**config.mk**
```make
export PLATFORM = sky130hd
export DESIGN_NAME = dma_chan_trigctl
export DESIGN_NICKNAME = d
export VERILOG_FILES = /design/src/rtl/dmatc_pkg.sv /design/src/rtl/dmatc_trig_sel.sv /design/src/rtl/dmatc_req_latch.sv /design/src/rtl/dmatc_xfer_cnt.sv /design/src/rtl/dmatc_chan_state.sv /design/src/rtl/dma_chan_trigctl.sv
export SDC_FILE = /design/constraint.sdc
export NUM_CORES = 1
export LEC_CHECK = 0
export BUFFER_PORTS_ARGS = -buffer_cell sky130_fd_sc_hd__buf_2
export CAP_MARGIN = 20
export CORE_ASPECT_RATIO = 0.5
export CORE_UTILIZATION = 58
export CTS_BUF_LIST = sky130_fd_sc_hd__clkbuf_8
export CTS_CLUSTER_SIZE = 25
export DETAILED_ROUTE_END_ITERATION = 12
export GPL_TIMING_DRIVEN = 0
export PLACE_DENSITY = 0.83
export SYNTH_ARGS = -nofsm -noshare
export SYNTH_HDL_FRONTEND = slang
export SYNTH_HIERARCHICAL = 1
export SYNTH_SLANG_ARGS = --single-unit
```
**constraint.sdc**
```tcl
create_clock -name clk -period 2.4 [get_ports clk]
set_input_delay 0.24 -clock clk [delete_from_list [all_inputs] [get_ports clk]]
set_output_delay 0.24 -clock clk [all_outputs]
set_load 0.02 [all_outputs]
```
**src/rtl/dmatc_pkg.sv**
```systemverilog
package dmatc_pkg;
  localparam int DATA_W = 16;
  localparam int SEL_W  = 6;

  localparam logic [1:0] A_CTRL   = 2'd0;
  localparam logic [1:0] A_TRIG   = 2'd1;
  localparam logic [1:0] A_RELOAD = 2'd2;
  localparam logic [1:0] A_COUNT  = 2'd3;

  localparam int B_EN   = 0;
  localparam int B_INIT = 1;
  localparam int B_SW   = 2;
  localparam int B_TC   = 7;
  localparam int B_PEND = 7;

  // Control readback: strobes and reserved bits always zero.
  function automatic logic [DATA_W-1:0] pack_ctrl(input logic en, input logic tc);
    logic [DATA_W-1:0] v;
    v = '0;
    v[B_EN] = en;
    v[B_TC] = tc;
    return v;
  endfunction

  function automatic logic [DATA_W-1:0] pack_trig(input logic pend, input logic [SEL_W-1:0] sel);
    logic [DATA_W-1:0] v;
    v = '0;
    v[SEL_W-1:0] = sel;
    v[B_PEND] = pend;
    return v;
  endfunction
endpackage

```
**src/rtl/dmatc_trig_sel.sv**
```systemverilog
module dmatc_trig_sel #(
  parameter int NUM_IRQ = 16,
  parameter int SEL_W   = 6
) (
  input  logic [NUM_IRQ-1:0] irq_lines,
  input  logic [SEL_W-1:0]   sel,
  input  logic               standby,
  output logic               hw_evt
);
  logic [NUM_IRQ-1:0] match;

  // Select value 0 names no source; value i+1 picks line i.
  for (genvar i = 0; i < NUM_IRQ; i++) begin : g_src
    assign match[i] = irq_lines[i] && (sel == SEL_W'(i + 1));
  end

  assign hw_evt = (|match) && !standby;
endmodule

```
**src/rtl/dmatc_req_latch.sv**
```systemverilog
module dmatc_req_latch (
  input  logic clk,
  input  logic rst_n,
  input  logic init,
  input  logic req,
  input  logic launch,
  input  logic cancel,
  input  logic busy,
  output logic pend_q,
  output logic accept
);
  // One slot only: requests during pending or busy are dropped.
  assign accept = req && !pend_q && !busy;

  always_ff @(posedge clk or negedge rst_n) begin
    if (!rst_n)               pend_q <= 1'b0;
    else if (init || launch)  pend_q <= 1'b0;
    else if (accept)          pend_q <= 1'b1;
    else if (cancel)          pend_q <= 1'b0;
  end
endmodule

```
**src/rtl/dmatc_xfer_cnt.sv**
```systemverilog
module dmatc_xfer_cnt #(
  parameter int CNT_W = 16
) (
  input  logic             clk,
  input  logic             rst_n,
  input  logic             init,
  input  logic             load_wr,
  input  logic [CNT_W-1:0] load_val,
  input  logic             done_ok,
  output logic [CNT_W-1:0] count_q,
  output logic [CNT_W-1:0] reload_q,
  output logic             term_evt
);
  function automatic logic is_last(input logic [CNT_W-1:0] cur);
    return cur == '0;
  endfunction

  function automatic logic [CNT_W-1:0] cnt_next(input logic [CNT_W-1:0] cur,
                                                input logic [CNT_W-1:0] rel);
    return is_last(cur) ? rel : cur - CNT_W'(1);
  endfunction

  assign term_evt = done_ok && is_last(count_q);

  always_ff @(posedge clk or negedge rst_n) begin
    if (!rst_n) begin
      count_q  <= '0;
      reload_q <= '0;
    end else if (load_wr) begin
      reload_q <= load_val;
      count_q  <= load_val;
    end else if (init) begin
      count_q  <= reload_q;
    end else if (done_ok) begin
      count_q  <= cnt_next(count_q, reload_q);
    end
  end
endmodule

```
**src/rtl/dmatc_chan_state.sv**
```systemverilog
module dmatc_chan_state (
  input  logic clk,
  input  logic rst_n,
  input  logic init,
  input  logic ctrl_wr,
  input  logic en_bit,
  input  logic term_evt,
  input  logic launch,
  input  logic done_ok,
  output logic en_q,
  output logic tc_q,
  output logic tc_arm_q,
  output logic act_q
);
  // Terminal count takes priority over a same-cycle enable write.
  always_ff @(posedge clk or negedge rst_n) begin
    if (!rst_n)        en_q <= 1'b0;
    else if (init)     en_q <= 1'b0;
    else if (term_evt) en_q <= 1'b0;
    else if (ctrl_wr)  en_q <= en_bit;
  end

  // TC is set one edge after enable drops.
  always_ff @(posedge clk or negedge rst_n) begin
    if (!rst_n) tc_arm_q <= 1'b0;
    else        tc_arm_q <= term_evt && !init;
  end

  always_ff @(posedge clk or negedge rst_n) begin
    if (!rst_n)                   tc_q <= 1'b0;
    else if (init)                tc_q <= 1'b0;
    else if (ctrl_wr && en_bit)   tc_q <= 1'b0;
    else if (tc_arm_q)            tc_q <= 1'b1;
  end

  always_ff @(posedge clk or negedge rst_n) begin
    if (!rst_n)       act_q <= 1'b0;
    else if (init)    act_q <= 1'b0;
    else if (launch)  act_q <= 1'b1;
    else if (done_ok) act_q <= 1'b0;
  end
endmodule

```
**src/rtl/dma_chan_trigctl.sv**
```systemverilog
module dma_chan_trigctl #(
  parameter int NUM_IRQ = 16,
  parameter int CNT_W   = 16
) (
  input  logic               clk,
  input  logic               rst_n,
  input  logic [NUM_IRQ-1:0] irq_lines,
  input  logic               standby,
  input  logic               reg_wr,
  input  logic [1:0]         reg_addr,
  input  logic [15:0]        reg_wdata,
  output logic [15:0]        reg_rdata,
  input  logic               xfer_done,
  output logic               xfer_start,
  output logic               xfer_busy
);
  import dmatc_pkg::*;

  // Named internal events, also observed by the bound checker.
  logic wr_ctrl, wr_trig, wr_reload;
  logic init, sw_evt, hw_evt, en1_wr, cancel;
  logic launch, done_ok, term_evt, accept;
  logic en_q, tc_q, tc_arm_q, act_q, pend_q;
  logic [SEL_W-1:0] sel_q;
  logic [CNT_W-1:0] count_q, reload_q;

  assign wr_ctrl   = reg_wr && (reg_addr == A_CTRL);
  assign wr_trig   = reg_wr && (reg_addr == A_TRIG);
  assign wr_reload = reg_wr && (reg_addr == A_RELOAD);

  assign init    = wr_ctrl && reg_wdata[B_INIT];
  assign sw_evt  = wr_ctrl && reg_wdata[B_SW] && !init;
  assign en1_wr  = wr_ctrl && reg_wdata[B_EN] && !init;
  assign cancel  = wr_trig && !reg_wdata[B_PEND];
  assign done_ok = xfer_done && act_q;
  assign launch  = pend_q && en_q && !act_q;

  always_ff @(posedge clk or negedge rst_n) begin
    if (!rst_n)       sel_q <= '0;
    else if (wr_trig) sel_q <= reg_wdata[SEL_W-1:0];
  end

  dmatc_trig_sel #(.NUM_IRQ(NUM_IRQ), .SEL_W(SEL_W)) u_sel (
    .irq_lines(irq_lines), .sel(sel_q), .standby(standby), .hw_evt(hw_evt)
  );

  dmatc_req_latch u_req (
    .clk(clk), .rst_n(rst_n), .init(init), .req(hw_evt || sw_evt),
    .launch(launch), .cancel(cancel), .busy(act_q),
    .pend_q(pend_q), .accept(accept)
  );

  dmatc_xfer_cnt #(.CNT_W(CNT_W)) u_cnt (
    .clk(clk), .rst_n(rst_n), .init(init), .load_wr(wr_reload),
    .load_val(reg_wdata[CNT_W-1:0]), .done_ok(done_ok),
    .count_q(count_q), .reload_q(reload_q), .term_evt(term_evt)
  );

  dmatc_chan_state u_state (
    .clk(clk), .rst_n(rst_n), .init(init), .ctrl_wr(wr_ctrl && !init),
    .en_bit(reg_wdata[B_EN]), .term_evt(term_evt), .launch(launch),
    .done_ok(done_ok), .en_q(en_q), .tc_q(tc_q), .tc_arm_q(tc_arm_q),
    .act_q(act_q)
  );

  assign xfer_start = launch;
  assign xfer_busy  = act_q;

  always_comb begin
    case (reg_addr)
      A_CTRL:   reg_rdata = pack_ctrl(en_q, tc_q);
      A_TRIG:   reg_rdata = pack_trig(pend_q, sel_q);
      A_RELOAD: reg_rdata = DATA_W'(reload_q);
      default:  reg_rdata = DATA_W'(count_q);
    endcase
  end
endmodule

```
# ---- Yosys cells after proc, flatten, opt, wreduce, memory -nomap -nowiden
# Index checks and enable logic that the tools add are counted.
dict set report word_totals {
  input_bits 39
  regBits 43
}
dict set report classes {
  muxes 17
  addsub 1
  n_reduce_logical 48
  n_eq_ne 18
}
# operator n
set ops {}
lappend ops {{16-bit 2-to-1 mux} 4}
lappend ops {{6-bit by 4-bit == test with 1-bit output, second input constant} 8}
lappend ops {{16-bit case mux with 3 select lines} 1}
lappend ops {{1-bit logical AND} 33}
lappend ops {{6-bit by 3-bit == test with 1-bit output, second input constant} 4}
lappend ops {{16-bit logical NOT} 1}
lappend ops {{16-bit OR reduction} 1}
lappend ops {{16-bit by 1-bit subtractor with 16-bit output, second input constant} 1}
lappend ops {{3-bit nonzero test} 5}
lappend ops {{6-bit by 2-bit == test with 1-bit output, second input constant} 2}
lappend ops {{1-bit 2-to-1 mux} 12}
lappend ops {{6-bit by 1-bit == test with 1-bit output, second input constant} 1}
lappend ops {{6-bit by 5-bit == test with 1-bit output, second input constant} 1}
lappend ops {{1-bit logical NOT} 5}
lappend ops {{2-bit by 1-bit == test with 1-bit output, second input constant} 1}
lappend ops {{2-bit == test, second input constant} 1}
lappend ops {{2-bit logical NOT} 1}
lappend ops {{1-bit logical OR} 2}

# ---- Longest topological paths before layout
# Gate-level depths: netlist (run 1).
dict set report depth {
  word_depth 10
  mapped_depth 9
  mapped_depth_nobuf 7
}

# ---- Cells and area by module
# Netlist (run 1), hierarchy kept.
# module area_per_inst_um2 n_inst cells_each
set by_module_without_submodules {}
lappend by_module_without_submodules {dmatc_xfer_cnt 1836.8 1 186}
lappend by_module_without_submodules {dma_chan_trigctl 641.9 1 57}
lappend by_module_without_submodules {dmatc_trig_sel 250.2 1 31}
lappend by_module_without_submodules {dmatc_chan_state 152.6 1 12}
lappend by_module_without_submodules {dmatc_req_latch 57.6 1 5}

# ---- Worst setup path before layout (run 1)
# OpenSTA, ideal clock, no wires.
dict set report synth_timing {
  kind {input -> register}
  from {in reg_addr[1]}
  to {reg u_cnt.count_q[14]}
  path_buffers 3
  arrival_time_ps 2243
  path_stages 8
  path_slack_ps 17
  cell_sequence {buf_2 -> clkbuf_1 -> nor3_1 -> or3_1 -> clkbuf_1 -> nand2_1 -> mux2i_1 -> a311oi_2}
}
dict set report synth_between {
  elab_chain_cells 5
  word_cells_on_any_way 8
}
# element line
set synth_lines {}
lappend synth_lines {{start, declared} dma_chan_trigctl.sv:10} ;# input logic [1:0] reg_addr,
lappend synth_lines {{2-bit logical NOT *} dma_chan_trigctl.sv:27} ;# assign wr_ctrl = reg_wr && (reg_addr == A_CTRL);
lappend synth_lines {{1-bit logical AND *} dma_chan_trigctl.sv:27}
lappend synth_lines {{1-bit logical AND *} dma_chan_trigctl.sv:31} ;# assign init = wr_ctrl && reg_wdata[B_INIT];
lappend synth_lines {{via init} dma_chan_trigctl.sv:21} ;# logic init, sw_evt, hw_evt, en1_wr, cancel;
lappend synth_lines {{16-bit 2-to-1 mux} dmatc_xfer_cnt.sv:32} ;# end else if (init) begin
lappend synth_lines {{16-bit 2-to-1 mux} dmatc_xfer_cnt.sv:29} ;# end else if (load_wr) begin
lappend synth_lines {{end signal, assigned} dmatc_xfer_cnt.sv:31} ;# count_q <= load_val;
lappend synth_lines {{end signal, assigned} dmatc_xfer_cnt.sv:33} ;# count_q <= reload_q;
lappend synth_lines {{end signal, assigned} dmatc_xfer_cnt.sv:35} ;# count_q <= cnt_next(count_q, reload_q);
lappend synth_lines {{end, declared} dmatc_xfer_cnt.sv:10} ;# output logic [CNT_W-1:0] count_q,
# The timed path passes the listed nets; every way through them passes the cells marked *.
# A chain may end at the register's enable or synchronous reset.

# ---- Final worst setup path (run 1)
dict set report layout_timing {
  from {in reg_addr[1]}
  to {reg u_cnt.count_q[11]}
}
# The elaborated chain is that of the path after synthesis.

==> impl_summary.log, run 1 <==
INFO  metric place_worst_setup_slack = -0.391 ns
INFO  metric power_per_cell_area = 834 nW/um^2
INFO  metric worstSetupPathType = input pin to flop
INFO  metric detail_route.wirelength = 7.60 mm
INFO  metric first_pass_grt_wire_length = 11.7 mm
INFO  metric worstHoldPathType = input pin to async pin
INFO  metric synth-compound-area-share = 15.4%
INFO  metric synth.cell_area = 2940 um^2
INFO  metric worstPathMaxFanout = 12
INFO  metric timing.rr.end = u_cnt/count_q[8]$_DFFE_PN0P_
INFO  metric yosysTopAreaCell = sky130_fd_sc_hd__dfrtp_1
INFO  metric buffer_ports.inserted = 56
INFO  metric die_h = 52.3 um
INFO  metric status = completed
INFO  metric clock.fmax = 0.444 GHz
INFO  metric synth.yosys.seq_area_share = 36.6%
INFO  metric worstRegToRegCells = 7
INFO  metric synth_area_per_cell = 10.1 um^2
INFO  metric remaining_max_slew_budget_at_the_tightest_pin = 36.4%
INFO  metric critical_path.reg2reg.startpoint = u_cnt/count_q[0]$_DFFE_PN0P_
INFO  metric initial_cell_density_of_the_core = 63.4%
INFO  metric synth_common_cells = sky130_fd_sc_hd__dfrtp_1, sky130_fd_sc_hd__nand2_1, sky130_fd_sc_hd__mux2i_1, sky130_fd_sc_hd__nor2_1, sky130_fd_sc_hd__inv_1
INFO  metric post_synth_inst_count = 291
INFO  metric timing.critical_path.required = 2.63 ns
INFO  metric insertedDiodeCount = 0
INFO  metric synth_fa_ha_area_share = 0.851%
INFO  metric yosysWarnings = 6
INFO  metric tritoncts = done
INFO  metric grt_setup_unrepaired = no
INFO  metric cts_hold_buffers = 0
INFO  metric power_switching_share = 39.5%
INFO  metric drtIter0Drc = 219
INFO  metric ys_types = 62
INFO  metric synth.ff_latch_count = 43
INFO  metric die_w = 103 um
INFO  metric cts-buffers-inserted = 5
INFO  metric synth_simple_gate_area_share = 23.7%
INFO  metric clk_transition_reported_paths = 0.09 ns
INFO  metric floorplan.die_area = 5370 um^2
INFO  metric worstSkewPairLatency = 0.31 ns
INFO  metric seq_power_share = 42.0%
INFO  metric timing.clock.skew = 0.0127 ns
INFO  metric power.leakage = 1.56 nW
INFO  metric grt_remaining_overflow = 0
INFO  metric pwr-share-clk = 20.2%
INFO  metric timing.final.max_slew_violations = 0
INFO  metric prevailing_post_synth_register_cell = sky130_fd_sc_hd__dfrtp_1
INFO  metric cts_num_sinks = 43
INFO  metric synth.top_cells.by_area = sky130_fd_sc_hd__dfrtp_1, sky130_fd_sc_hd__mux2i_1, sky130_fd_sc_hd__nand2_1
INFO  metric remaining_drc_errors = 0
INFO  metric layout-area-overhead-vs-synth = 16.6%
INFO  metric drv_cap = 0
INFO  metric cts-root-to-sink-buffers = 2
INFO  metric design.core.area = 4640 um^2
INFO  metric period_share = 93.9%
INFO  metric synth_enable_flop_cells = 0
INFO  metric htree_num_levels = 2
INFO  metric cellInternalPower = 0.00173 W
INFO  metric synth_top_family_by_area = simple AND/OR/NAND/NOR gates
INFO  metric fin_setup_tns = 0 ns
INFO  metric portion_of_synthesized_cell_area_occupied_by_the_leading_cell_type = 36.6%
INFO  metric switching_power = 0.00113 W
INFO  metric num-nets-final = 395
INFO  metric largest_net_degree_at_the_start_of_global_routing = 44
INFO  metric total_power = 0.00286 W
INFO  metric detailedPlacementHpwl = 5.30 mm
INFO  metric synth_xor_xnor_area_share = 2.09%
INFO  metric ioPinCount = 57
INFO  metric num_rows = 17
INFO  metric antenna_found_initial = 0
INFO  metric post_synthesis_net_count = 332
INFO  metric crit_path_start_kind = input pin
INFO  metric post-route-worst-setup-slack = 0.147 ns
INFO  metric wire_per_inst = 18.0 um
INFO  metric finish.utilization = 73.9%
INFO  metric yosysMostFrequentCell = sky130_fd_sc_hd__dfrtp_1
INFO  metric fin_worst_hold_slack = 0.0726 ns
INFO  metric cts.root.buffer_cell = sky130_fd_sc_hd__clkbuf_8
INFO  metric worst_slew_pin_slew = 0.954 ns
INFO  metric postSynth.asyncResetShare = 100%
INFO  metric gpl.final_weighted_congestion = 0.876
INFO  metric power.combinational.fraction = 37.8%
INFO  metric data_arrival_critical_path = 2.48 ns
INFO  metric worstSetupEndpointType = flop
INFO  metric grt_pass1_vias = 2457
INFO  metric cts_post_setup_buffers_inserted = 0
INFO  metric finalCriticalPeriod = 2.25 ns
INFO  metric hold_violations = 0
INFO  metric synth.area.mux_share = 15.5%
INFO  metric ir_worst_vdd = 0.460 mV
INFO  metric ff2ff_setup_slack = 0.23 ns
INFO  metric finalSetupViolCount = 0
INFO  metric detail_route.vias_per_cell = 6.12
INFO  metric drt_pass1_iterations = 6
INFO  metric detailroute.via_count = 2578
INFO  metric post_route_cells_drive_above_1_share = 32.1%
INFO  metric postRouteAntennaNets = 0
INFO  metric grt.total_usage = 30.0%
==> flip-flops by register name, summed over array words and instances, names as in the netlist <==
| name | flops |
|---|---|
| sel_q | 6 |
| u_req/pend_q | 1 |
| u_state/tc_q | 1 |
| u_cnt/reload_q | 16 |
| u_state/en_q | 1 |
| u_cnt/count_q | 16 |
| u_state/tc_arm_q | 1 |
| u_state/act_q | 1 |
==> area by class of cell <==
| cell class | instances | area (um^2) |
|---|---|---|
| clock buffers | 5 | 68.8 |
| multi-input cells | 215 | 1700 |
| inverters | 17 | 63.8 |
| fillers | 361 | 1210 |
| well taps | 66 | 82.6 |
| clock inverters | 3 | 43.8 |
| flip-flops and latches | 43 | 1080 |
| plain buffers | 16 | 108 |
| repair buffers | 56 | 280 |
==> cell usage in the layout (no fill, tap or decap), types with 3 or more instances in the layout <==
| master | netlist | final |
|---|---|---|
| sky130_fd_sc_hd__nand4_1 | 8 | 8 |
| sky130_fd_sc_hd__nand2_1 | 25 | 25 |
| sky130_fd_sc_hd__mux2_2 | 3 | 3 |
| sky130_fd_sc_hd__dfrtp_1 | 43 | 43 |
| sky130_fd_sc_hd__clkbuf_8 | 0 | 5 |
| sky130_fd_sc_hd__a2111oi_2 | 3 | 3 |
| sky130_fd_sc_hd__nor4b_1 | 3 | 3 |
| sky130_fd_sc_hd__o21ai_0 | 5 | 5 |
| sky130_fd_sc_hd__a211oi_1 | 11 | 11 |
| sky130_fd_sc_hd__nor3_1 | 8 | 7 |
| sky130_fd_sc_hd__a21oi_1 | 7 | 7 |
| sky130_fd_sc_hd__buf_6 | 5 | 5 |
| sky130_fd_sc_hd__o22ai_1 | 3 | 3 |
| sky130_fd_sc_hd__and2_1 | 3 | 3 |
| sky130_fd_sc_hd__clkbuf_1 | 3 | 3 |
| sky130_fd_sc_hd__mux2_4 | 6 | 6 |
| sky130_fd_sc_hd__nor2_1 | 21 | 21 |
| sky130_fd_sc_hd__nor2b_1 | 12 | 12 |
| sky130_fd_sc_hd__xnor2_1 | 7 | 7 |
| sky130_fd_sc_hd__mux2_1 | 5 | 5 |
| sky130_fd_sc_hd__nand3b_1 | 3 | 3 |
| sky130_fd_sc_hd__a22o_1 | 5 | 5 |
| sky130_fd_sc_hd__nand3_1 | 3 | 3 |
| sky130_fd_sc_hd__inv_1 | 17 | 17 |
| sky130_fd_sc_hd__buf_2 | 8 | 64 |
| sky130_fd_sc_hd__mux2i_1 | 23 | 23 |
==> per-layer routing <==
layer | vias to the layer above | share of wire [%] | GRT usage [%]
met5 | - | 0 | 0
met4 | 0 | 2.6 | 12.9
met2 | 132 | 46 | 50.8
li1 | 1190 | - | -
met3 | 25 | 7.8 | 5.60
met1 | 1231 | 44 | 38.0
==> power groups by stage <==
stage	logic [W]	registers, W	clock network [W]
final	0.00108	0.00120	0.000579
after global placement	0.00102	0.00118	0
after detailed placement	0.00106	0.00120	0
after global routing	0.00118	0.00122	0.000613
after CTS	0.00107	0.00119	0.000586
after floorplan	0.000802	0.00114	0
==> through the flow <==
stage | cells | area [um^2]
5_1_grt | 421 | 3430
4_1_cts | 421 | 3430
3_5_place_dp | 413 | 3310
3_3_place_gp | 413 | 3300
6_report | 421 | 3430
2_1_floorplan | 291 | 2940
==> kinds of logic after synthesis <==
logic type / count (synthesis)
flip-flops: 43
AO/OA/AOI/OAI: 56
AND/OR/NAND/NOR: 111
XOR/XNOR: 7
buffers and inverters: 33
adder cells (fa/ha/maj): 2
multiplexers: 39
==> how the worst max path moves through the flow <==
| stage | cells past startpoint | from | endpoint |
|---|---|---|---|
| after global routing | 8 | reg_addr[1] | u_cnt/count_q[10]$_DFFE_PN0P_ |
| after floorplan | 8 | reg_addr[1] | u_cnt/count_q[14]$_DFFE_PN0P_ |
| after global placement | 9 | reg_addr[1] | u_cnt/count_q[14]$_DFFE_PN0P_ |
| after CTS | 9 | reg_addr[1] | u_cnt/count_q[11]$_DFFE_PN0P_ |
| after detailed placement | 9 | reg_addr[1] | u_cnt/count_q[14]$_DFFE_PN0P_ |
| final | 9 | reg_addr[1] | u_cnt/count_q[11]$_DFFE_PN0P_ |
==> critical path, stage by stage <==
cell	delay [ns]
sky130_fd_sc_hd__buf_2	0.11
sky130_fd_sc_hd__buf_2	0.18
sky130_fd_sc_hd__clkbuf_1	0.31
sky130_fd_sc_hd__nor3_4	0.55
sky130_fd_sc_hd__or3_1	0.24
sky130_fd_sc_hd__clkbuf_1	0.41
sky130_fd_sc_hd__nor2_1	0.07
sky130_fd_sc_hd__a31o_2	0.22
sky130_fd_sc_hd__a31oi_1	0.14
==> timing repair <==
| action | CTS | global route |
|---|---|---|
| pin swaps | 0 | 1 |
| endpoints found under the setup margin | 6 | 5 |
| gates resized for setup | 1 | 0 |
(Power assumes the default switching activity.)
==> run 2, diff against run 1 <==
CELL_PAD_IN_SITES_DETAIL_PLACEMENT = 1   (was unset)
CELL_PAD_IN_SITES_GLOBAL_PLACEMENT = 2   (was unset)
CORE_MARGIN = 4   (was unset)
CORE_UTILIZATION = 36   (was 58)
PLACE_DENSITY = unset   (was 0.83)
PLACE_DENSITY_LB_ADDON = 0.1   (was unset)
==> impl_summary.log, run 2 (same netlist as run 1, synthesis figures left out) <==
INFO  metric status = completed
INFO  metric post_route_cells_drive_above_1_share = 32.6% (+0.48 points)
INFO  metric worstSetupPathType = flop to flop
INFO  metric layout-area-overhead-vs-synth = 19.0%
INFO  metric commonest_non_fill_non_tap_cell_in_the_layout = sky130_fd_sc_hd__buf_2
INFO  metric detailedPlacementHpwl = 6.62 mm (+25%)
INFO  metric clk_transition_reported_paths = 0.09 ns (about the same)
INFO  metric antenna_found_initial = 0 (unchanged)
INFO  metric cts.root.buffer_cell = sky130_fd_sc_hd__clkbuf_8
INFO  metric total_power = 0.00276 W (-3.4%)
INFO  metric grt.total_usage = 19.1% (-11 points)
INFO  metric buffer_ports.inserted = 56 (unchanged)
INFO  metric detailroute.via_count = 2491 (-3.4%)
INFO  metric ioPinCount = 57 (unchanged)
INFO  metric htree_num_levels = 2 (unchanged)
INFO  metric postRouteAntennaNets = 0 (unchanged)
INFO  metric route.met3.wl = 554 um (-7.0%)
INFO  metric filler_cell_count = 892 (+150%)
INFO  metric cellInternalPower = 0.00163 W (-6.0%)
INFO  metric finish.utilization = 45.9% (-28 points)
INFO  metric remaining_max_slew_budget_at_the_tightest_pin = 62.9% (+26 points)
INFO  metric drt_pass1_iterations = 4 (-2)
INFO  metric cts-root-to-sink-buffers = 2 (unchanged)
INFO  metric largest_registers = u_cnt/count_q x16, u_cnt/reload_q x16, sel_q x6
INFO  metric power_per_cell_area = 790 nW/um^2 (-5.4%)
INFO  metric drtIter0Drc = 82 (-63%)
INFO  metric design.core.area = 7620 um^2 (+64%)
INFO  metric m1WireLength = 4.45 mm (+34%)
INFO  metric detail_route.wirelength = 8.91 mm (+17%)
INFO  metric grt_setup_unrepaired = no
INFO  metric finalCriticalPeriod = 2.22 ns (-0.0303 ns)
INFO  metric num-nets-final = 399 (+1.0%)
INFO  metric routed-wl-met2 = 3.85 mm (+11%)
INFO  metric layout.cells.most_common_list = sky130_fd_sc_hd__buf_2, sky130_fd_sc_hd__dfrtp_1, sky130_fd_sc_hd__nand2_1
INFO  metric cts_num_sinks = 43 (unchanged)
INFO  metric drv_cap = 0 (unchanged)
INFO  metric worstSetupEndpointType = flop
INFO  metric remaining_drc_errors = 0 (unchanged)
INFO  metric num_rows = 22 (+5)
INFO  metric data_arrival_critical_path = 2.43 ns (-0.05 ns)
INFO  metric worstSkewPairLatency = 0.31 ns (about the same)
INFO  metric die_h = 71.9 um (+37%)
INFO  metric die_w = 136 um (+32%)
INFO  metric power_switching_share = 41.1% (+1.7 points)
INFO  metric multi_input_logic_area = 1700 um^2 (unchanged)
INFO  metric initial_cell_density_of_the_core = 38.5% (-25 points)
INFO  metric insertedDiodeCount = 0 (unchanged)
INFO  metric timing.critical_path.required = 2.61 ns (-0.02 ns)
INFO  metric reg_area = 1080 um^2 (unchanged)
INFO  metric ir_worst_vdd = 0.336 mV (-27%)
INFO  metric floorplan.die_area = 9760 um^2 (+82%)
INFO  metric grt_remaining_overflow = 0 (unchanged)
INFO  metric worstHoldPathType = input pin to flop
INFO  metric tritoncts = done
INFO  metric gpl.final_weighted_congestion = 0.820 (-6.4%)
INFO  metric finalSetupViolCount = 0 (unchanged)
INFO  metric detail_route.vias_per_cell = 5.33 (-13%)
INFO  metric power.combinational.fraction = 39.7% (+1.9 points)
INFO  metric topRoutingLayerUsed = met4
INFO  metric timing.clock.skew = 0.0116 ns (-0.00103 ns)
INFO  metric period_share = 92.6% (-1.3 points)
INFO  metric pwr-share-clk = 16.9% (-3.3 points)
INFO  metric first_pass_grt_wire_length = 14.7 mm (+25%)
INFO  metric hold_violations = 0 (unchanged)
INFO  metric clock.fmax = 0.450 GHz (+1.4%)
INFO  metric wire_per_inst = 19.1 um (+5.7%)
INFO  metric cts-buffers-inserted = 5 (unchanged)
INFO  metric worstPathMaxFanout = 10 (-2)
INFO  metric switching_power = 0.00114 W (+0.66%)
INFO  metric power.leakage = 1.58 nW (+0.93%)
INFO  metric crit_path_start_kind = flop
INFO  metric worst_slew_pin_slew = 0.556 ns (-0.397 ns)
INFO  metric timing.final.max_slew_violations = 0 (unchanged)
INFO  metric fin_worst_hold_slack = 0.162 ns (+0.0894 ns)
INFO  metric largest_net_degree_at_the_start_of_global_routing = 44 (unchanged)
INFO  metric seq_power_share = 43.5% (+1.5 points)
INFO  metric grt_pass1_vias = 2701 (+9.9%)
## run 2: cell type report
class	count	share of cell area [%]
Buffer	16	3.11
Clock buffer	5	1.97
Timing Repair Buffer	60	9.30
Inverter	17	1.82
Clock inverter	3	0.465
Tap cell	108	3.86
Sequential cell	43	30.8
Multi-Input combinational cell	215	48.7
## run 2: power groups by stage
stage	Combinational, W	Clock [W]	Sequential, W
2_1_floorplan	0.000802	0	0.00114
3_3_place_gp	0.00105	0	0.00120
3_5_place_dp	0.00108	0	0.00122
4_1_cts	0.00110	0.000496	0.00120
5_1_grt	0.00121	0.000526	0.00124
6_report	0.00110	0.000466	0.00120
## run 2: path summary, 6_finish.rpt
| path | from | endpoint | slack, ns | depth (start not counted) |
|---|---|---|---|---|
| worst max register to register | u_cnt/count_q[0]$_DFFE_PN0P_ | u_cnt/count_q[7]$_DFFE_PN0P_ | 0.18 | 8 |
| worst min-delay path | reg_wdata[0] | u_state/tc_q$_DFFE_PN0P_ | 0.16 | 2 |
| worst max-delay path | u_cnt/count_q[0]$_DFFE_PN0P_ | u_cnt/count_q[7]$_DFFE_PN0P_ | 0.18 | 8 |
| worst min register to register | u_cnt/reload_q[8]$_DFFE_PN0P_ | u_cnt/reload_q[8]$_DFFE_PN0P_ | 0.51 | 2 |
| min in group asynchronous | rst_n | u_cnt/reload_q[10]$_DFFE_PN0P_ | 0.32 | 2 |
| max in group asynchronous | rst_n | u_cnt/reload_q[11]$_DFFE_PN0P_ | 1.61 | 3 |
## run 2: per-layer routing
metal | GRT usage (%) | up-vias
met5 | 0 | -
met4 | 3.91 | 0
met3 | 3.95 | 5
met2 | 30.0 | 65
met1 | 27.3 | 1220
li1 | - | 1201
## run 2: what timing repair did
action,in CTS,in global routing
resized for setup,1,2
endpoints found under the setup margin,14,2
hold buffers,0,1
pin swaps,1,0
buffers inserted,2,0
endpoints found under the hold margin,0,8
cloned,0,0
## run 2: stage by stage
stage	cell area (um^2)	setup TNS (ns)	instances	worst slack [ns]
4_1_cts	3470	0	465	0.136
2_1_floorplan	2940	0	291	0.0169
5_1_grt	3500	0	467	0.0178
3_5_place_dp	3360	-7.46	455	-0.639
3_3_place_gp	3350	-14.03	455	-1.04
6_report	3500	0	467	0.177
## run 2: worst max-delay path, cell delays in order (launching register included)
cell and delay [ns]:
sky130_fd_sc_hd__dfrtp_1 0.47, sky130_fd_sc_hd__inv_1 0.17, sky130_fd_sc_hd__ha_1 0.18, sky130_fd_sc_hd__nor4b_1 0.32
sky130_fd_sc_hd__and4_4 0.33, sky130_fd_sc_hd__or2_4 0.15, sky130_fd_sc_hd__buf_6 0.17, sky130_fd_sc_hd__nor2_2 0.08
sky130_fd_sc_hd__a211oi_1 0.25
==> run 3, diff against run 2 <==
REMOVE_ABC_BUFFERS = 1   (was unset)
==> impl_summary.log, run 3 (same netlist as run 1, synthesis figures left out) <==
INFO  metric status = completed
INFO  metric layout-area-overhead-vs-synth = 16.5%
INFO  metric timing.critical_path.slowest_cell_delay = 0.85 ns (+0.38 ns)
INFO  metric pwr-share-clk = 20.7% (+3.8 points)
INFO  metric power_switching_share = 40.0% (-1.1 points)
INFO  metric detailroute.via_count = 2431 (-2.4%)
INFO  metric die_w = 136 um (unchanged)
INFO  metric drtIter0Drc = 104 (+27%)
INFO  metric fin_worst_hold_slack = 0.158 ns (-0.00437 ns)
INFO  metric hp-start = reg_wdata[0]
INFO  metric die_h = 71.9 um (unchanged)
INFO  metric worst-path-buf-inv = 1 (-1)
INFO  metric worstSkewPairLatency = 0.31 ns (about the same)
INFO  metric largest_registers = u_cnt/count_q x16, u_cnt/reload_q x16, sel_q x6
INFO  metric largest_net_degree_at_the_start_of_global_routing = 44 (unchanged)
INFO  metric worstSetupPathType = input pin to flop
INFO  metric num-nets-final = 382 (-4.3%)
INFO  metric drt_pass1_iterations = 4 (unchanged)
INFO  metric timing.critical_path.required = 2.59 ns (-0.02 ns)
INFO  metric wire_per_inst = 18.9 um (-0.74%)
INFO  metric worstPathMaxFanout = 21 (+11)
INFO  metric insertedDiodeCount = 0 (unchanged)
INFO  metric cts.root.buffer_cell = sky130_fd_sc_hd__clkbuf_8
INFO  metric grt.total_usage = 17.9% (-1.2 points)
INFO  metric detail_route.wirelength = 8.52 mm (-4.4%)
INFO  metric power.combinational.fraction = 36.5% (-3.2 points)
INFO  metric crit_path_start_kind = input pin
INFO  metric cts-buffers-inserted = 5 (unchanged)
INFO  metric cpMaxStageDelayCell = sky130_fd_sc_hd__nor3_2
INFO  metric timing.final.max_slew_violations = 0 (unchanged)
INFO  metric num_rows = 22 (unchanged)
INFO  metric floorplan.die_area = 9760 um^2 (unchanged)
INFO  metric hold_violations = 0 (unchanged)
INFO  metric cts_num_sinks = 43 (unchanged)
INFO  metric remaining_max_slew_budget_at_the_tightest_pin = 35.6% (-27 points)
INFO  metric seq_power_share = 42.8% (-0.7 points)
INFO  metric cp_top_family = simple AND/OR/NAND/NOR gates
INFO  metric buffer_ports.inserted = 56 (unchanged)
INFO  metric worstSetupEndpointType = flop
INFO  metric post_route_cells_drive_above_1_share = 31.3% (-1.3 points)
INFO  metric cellInternalPower = 0.00171 W (+5.5%)
INFO  metric total_power = 0.00286 W (+3.5%)
INFO  metric ff2ff_setup_slack = 0.23 ns (+0.05 ns)
INFO  metric critical_path.cell_chain = buf_2, nor3_2, or3_2, nand2_1, mux2i_1, a31o_2, a31oi_1
INFO  metric gpl.final_weighted_congestion = 0.812 (-0.94%)
INFO  metric ioPinCount = 57 (unchanged)
INFO  metric grt_setup_unrepaired = no
INFO  metric power_per_cell_area = 835 nW/um^2 (+5.7%)
INFO  metric period_share = 91.5% (-1.1 points)
INFO  metric layout.cells.most_common_list = sky130_fd_sc_hd__buf_2, sky130_fd_sc_hd__dfrtp_1, sky130_fd_sc_hd__nand2_1
INFO  metric antenna_found_initial = 0 (unchanged)
INFO  metric worstHoldPathType = input pin to flop
INFO  metric detail_route.vias_per_cell = 5.40 (+1.3%)
INFO  metric finalCriticalPeriod = 2.20 ns (-0.0264 ns)
INFO  metric fin_setup_tns = 0 ns (unchanged)
INFO  metric grt_remaining_overflow = 0 (unchanged)
INFO  metric clock.fmax = 0.455 GHz (+1.2%)
INFO  metric grt_pass1_vias = 2595 (-3.9%)
INFO  metric tritoncts = done
INFO  metric commonest_non_fill_non_tap_cell_in_the_layout = sky130_fd_sc_hd__buf_2
INFO  metric design.core.area = 7620 um^2 (unchanged)
INFO  metric cts_post_setup_buffers_inserted = 0 (-2)
INFO  metric ir_worst_vdd = 0.446 mV (+33%)
INFO  metric initial_cell_density_of_the_core = 38.5% (unchanged)
INFO  metric critical_path.reg2reg.startpoint = u_cnt/count_q[4]$_DFFE_PN0P_
INFO  metric worst_slew_pin_slew = 0.961 ns (+0.405 ns)
INFO  metric data_arrival_critical_path = 2.39 ns (-0.04 ns)
INFO  metric htree_num_levels = 2 (unchanged)
INFO  metric power.leakage = 1.51 nW (-4.4%)
INFO  metric finalSetupViolCount = 0 (unchanged)
INFO  metric clk_transition_reported_paths = 0.09 ns (about the same)
INFO  metric switching_power = 0.00114 W (+0.65%)
INFO  metric cts-root-to-sink-buffers = 2 (unchanged)
INFO  metric crit_path_start = reg_addr[1]
INFO  metric timing.clock.skew = 0.0104 ns (-0.00124 ns)
INFO  metric remaining_drc_errors = 0 (unchanged)
INFO  metric filler_cell_count = 895 (+0.34%)
INFO  metric drv_cap = 0 (unchanged)
INFO  metric first_pass_grt_wire_length = 13.7 mm (-6.6%)
INFO  metric detailedPlacementHpwl = 6.02 mm (-9.1%)
INFO  metric postRouteAntennaNets = 0 (unchanged)
-- run 3: what timing repair did --
action,4_1_cts,5_1_grt
endpoints found under the hold margin,0,4
gates cloned,0,0
resized for setup,3,1
hold buffers,0,1
endpoints found under the setup margin,14,2
-- run 3: layout make-up --
cell class | count | area, um^2 | area share (%)
timing repair buffer | 59 | 324 | 9.47
clock inverter | 3 | 43.8 | 1.28
clock buffer | 5 | 68.8 | 2.01
tap | 108 | 135 | 3.95
multi-input combinational | 215 | 1710 | 50.0
sequential | 43 | 1080 | 31.4
inverter | 17 | 63.8 | 1.86
-- run 3: worst reg2reg max path, delay by kind of cell (launching register included) --
kind | cells | cell delay [ns]
compound gates | 1 | 0.26
flops | 1 | 0.46
simple gates | 4 | 1.37
-- run 3: path summary, 6_finish.rpt --
path,end,cells after the start
worst max register to register,u_cnt/count_q[3]$_DFFE_PN0P_,5
worst min register to register,u_cnt/reload_q[4]$_DFFE_PN0P_,1
worst min-delay path,u_state/tc_q$_DFFE_PN0P_,2
min in group asynchronous,u_cnt/reload_q[13]$_DFFE_PN0P_,2
max in group asynchronous,sel_q[1]$_DFFE_PN0P_,3
worst max-delay path,u_cnt/count_q[11]$_DFFE_PN0P_,7
-- run 3: power groups by stage --
stage	Clock, W	Sequential [W]	Combinational, W
finish	0.000593	0.00122	0.00104
floorplan	0	0.00115	0.000745
global placement	0	0.00122	0.000993
detailed placement	0	0.00124	0.00103
global route	0.000651	0.00127	0.00115
CTS	0.000612	0.00122	0.00104
-- run 3: routing by layer --
layer | share of wire, % | global-route usage, % | vias to the layer above
met5 | 0 | 0 | -
met4 | 0.76 | 3.46 | 0
met1 | 50 | 25.5 | 1195
li1 | - | - | 1168
met2 | 43 | 28.3 | 62
met3 | 6.1 | 3.95 | 6
-- run 3: metrics by stage --
stage / utilization [%] / setup slack, ns / instances / cell area (um^2)
6_report: 44.9 / 0.204 / 450 / 3420
3_5_place_dp: 42.9 / -0.535 / 440 / 3270
4_1_cts: 44.5 / 0.0598 / 448 / 3390
3_3_place_gp: 42.6 / -1.52 / 439 / 3250
5_1_grt: 44.9 / 0.0285 / 450 / 3420
2_1_floorplan: - / 0.107 / 275 / 2830
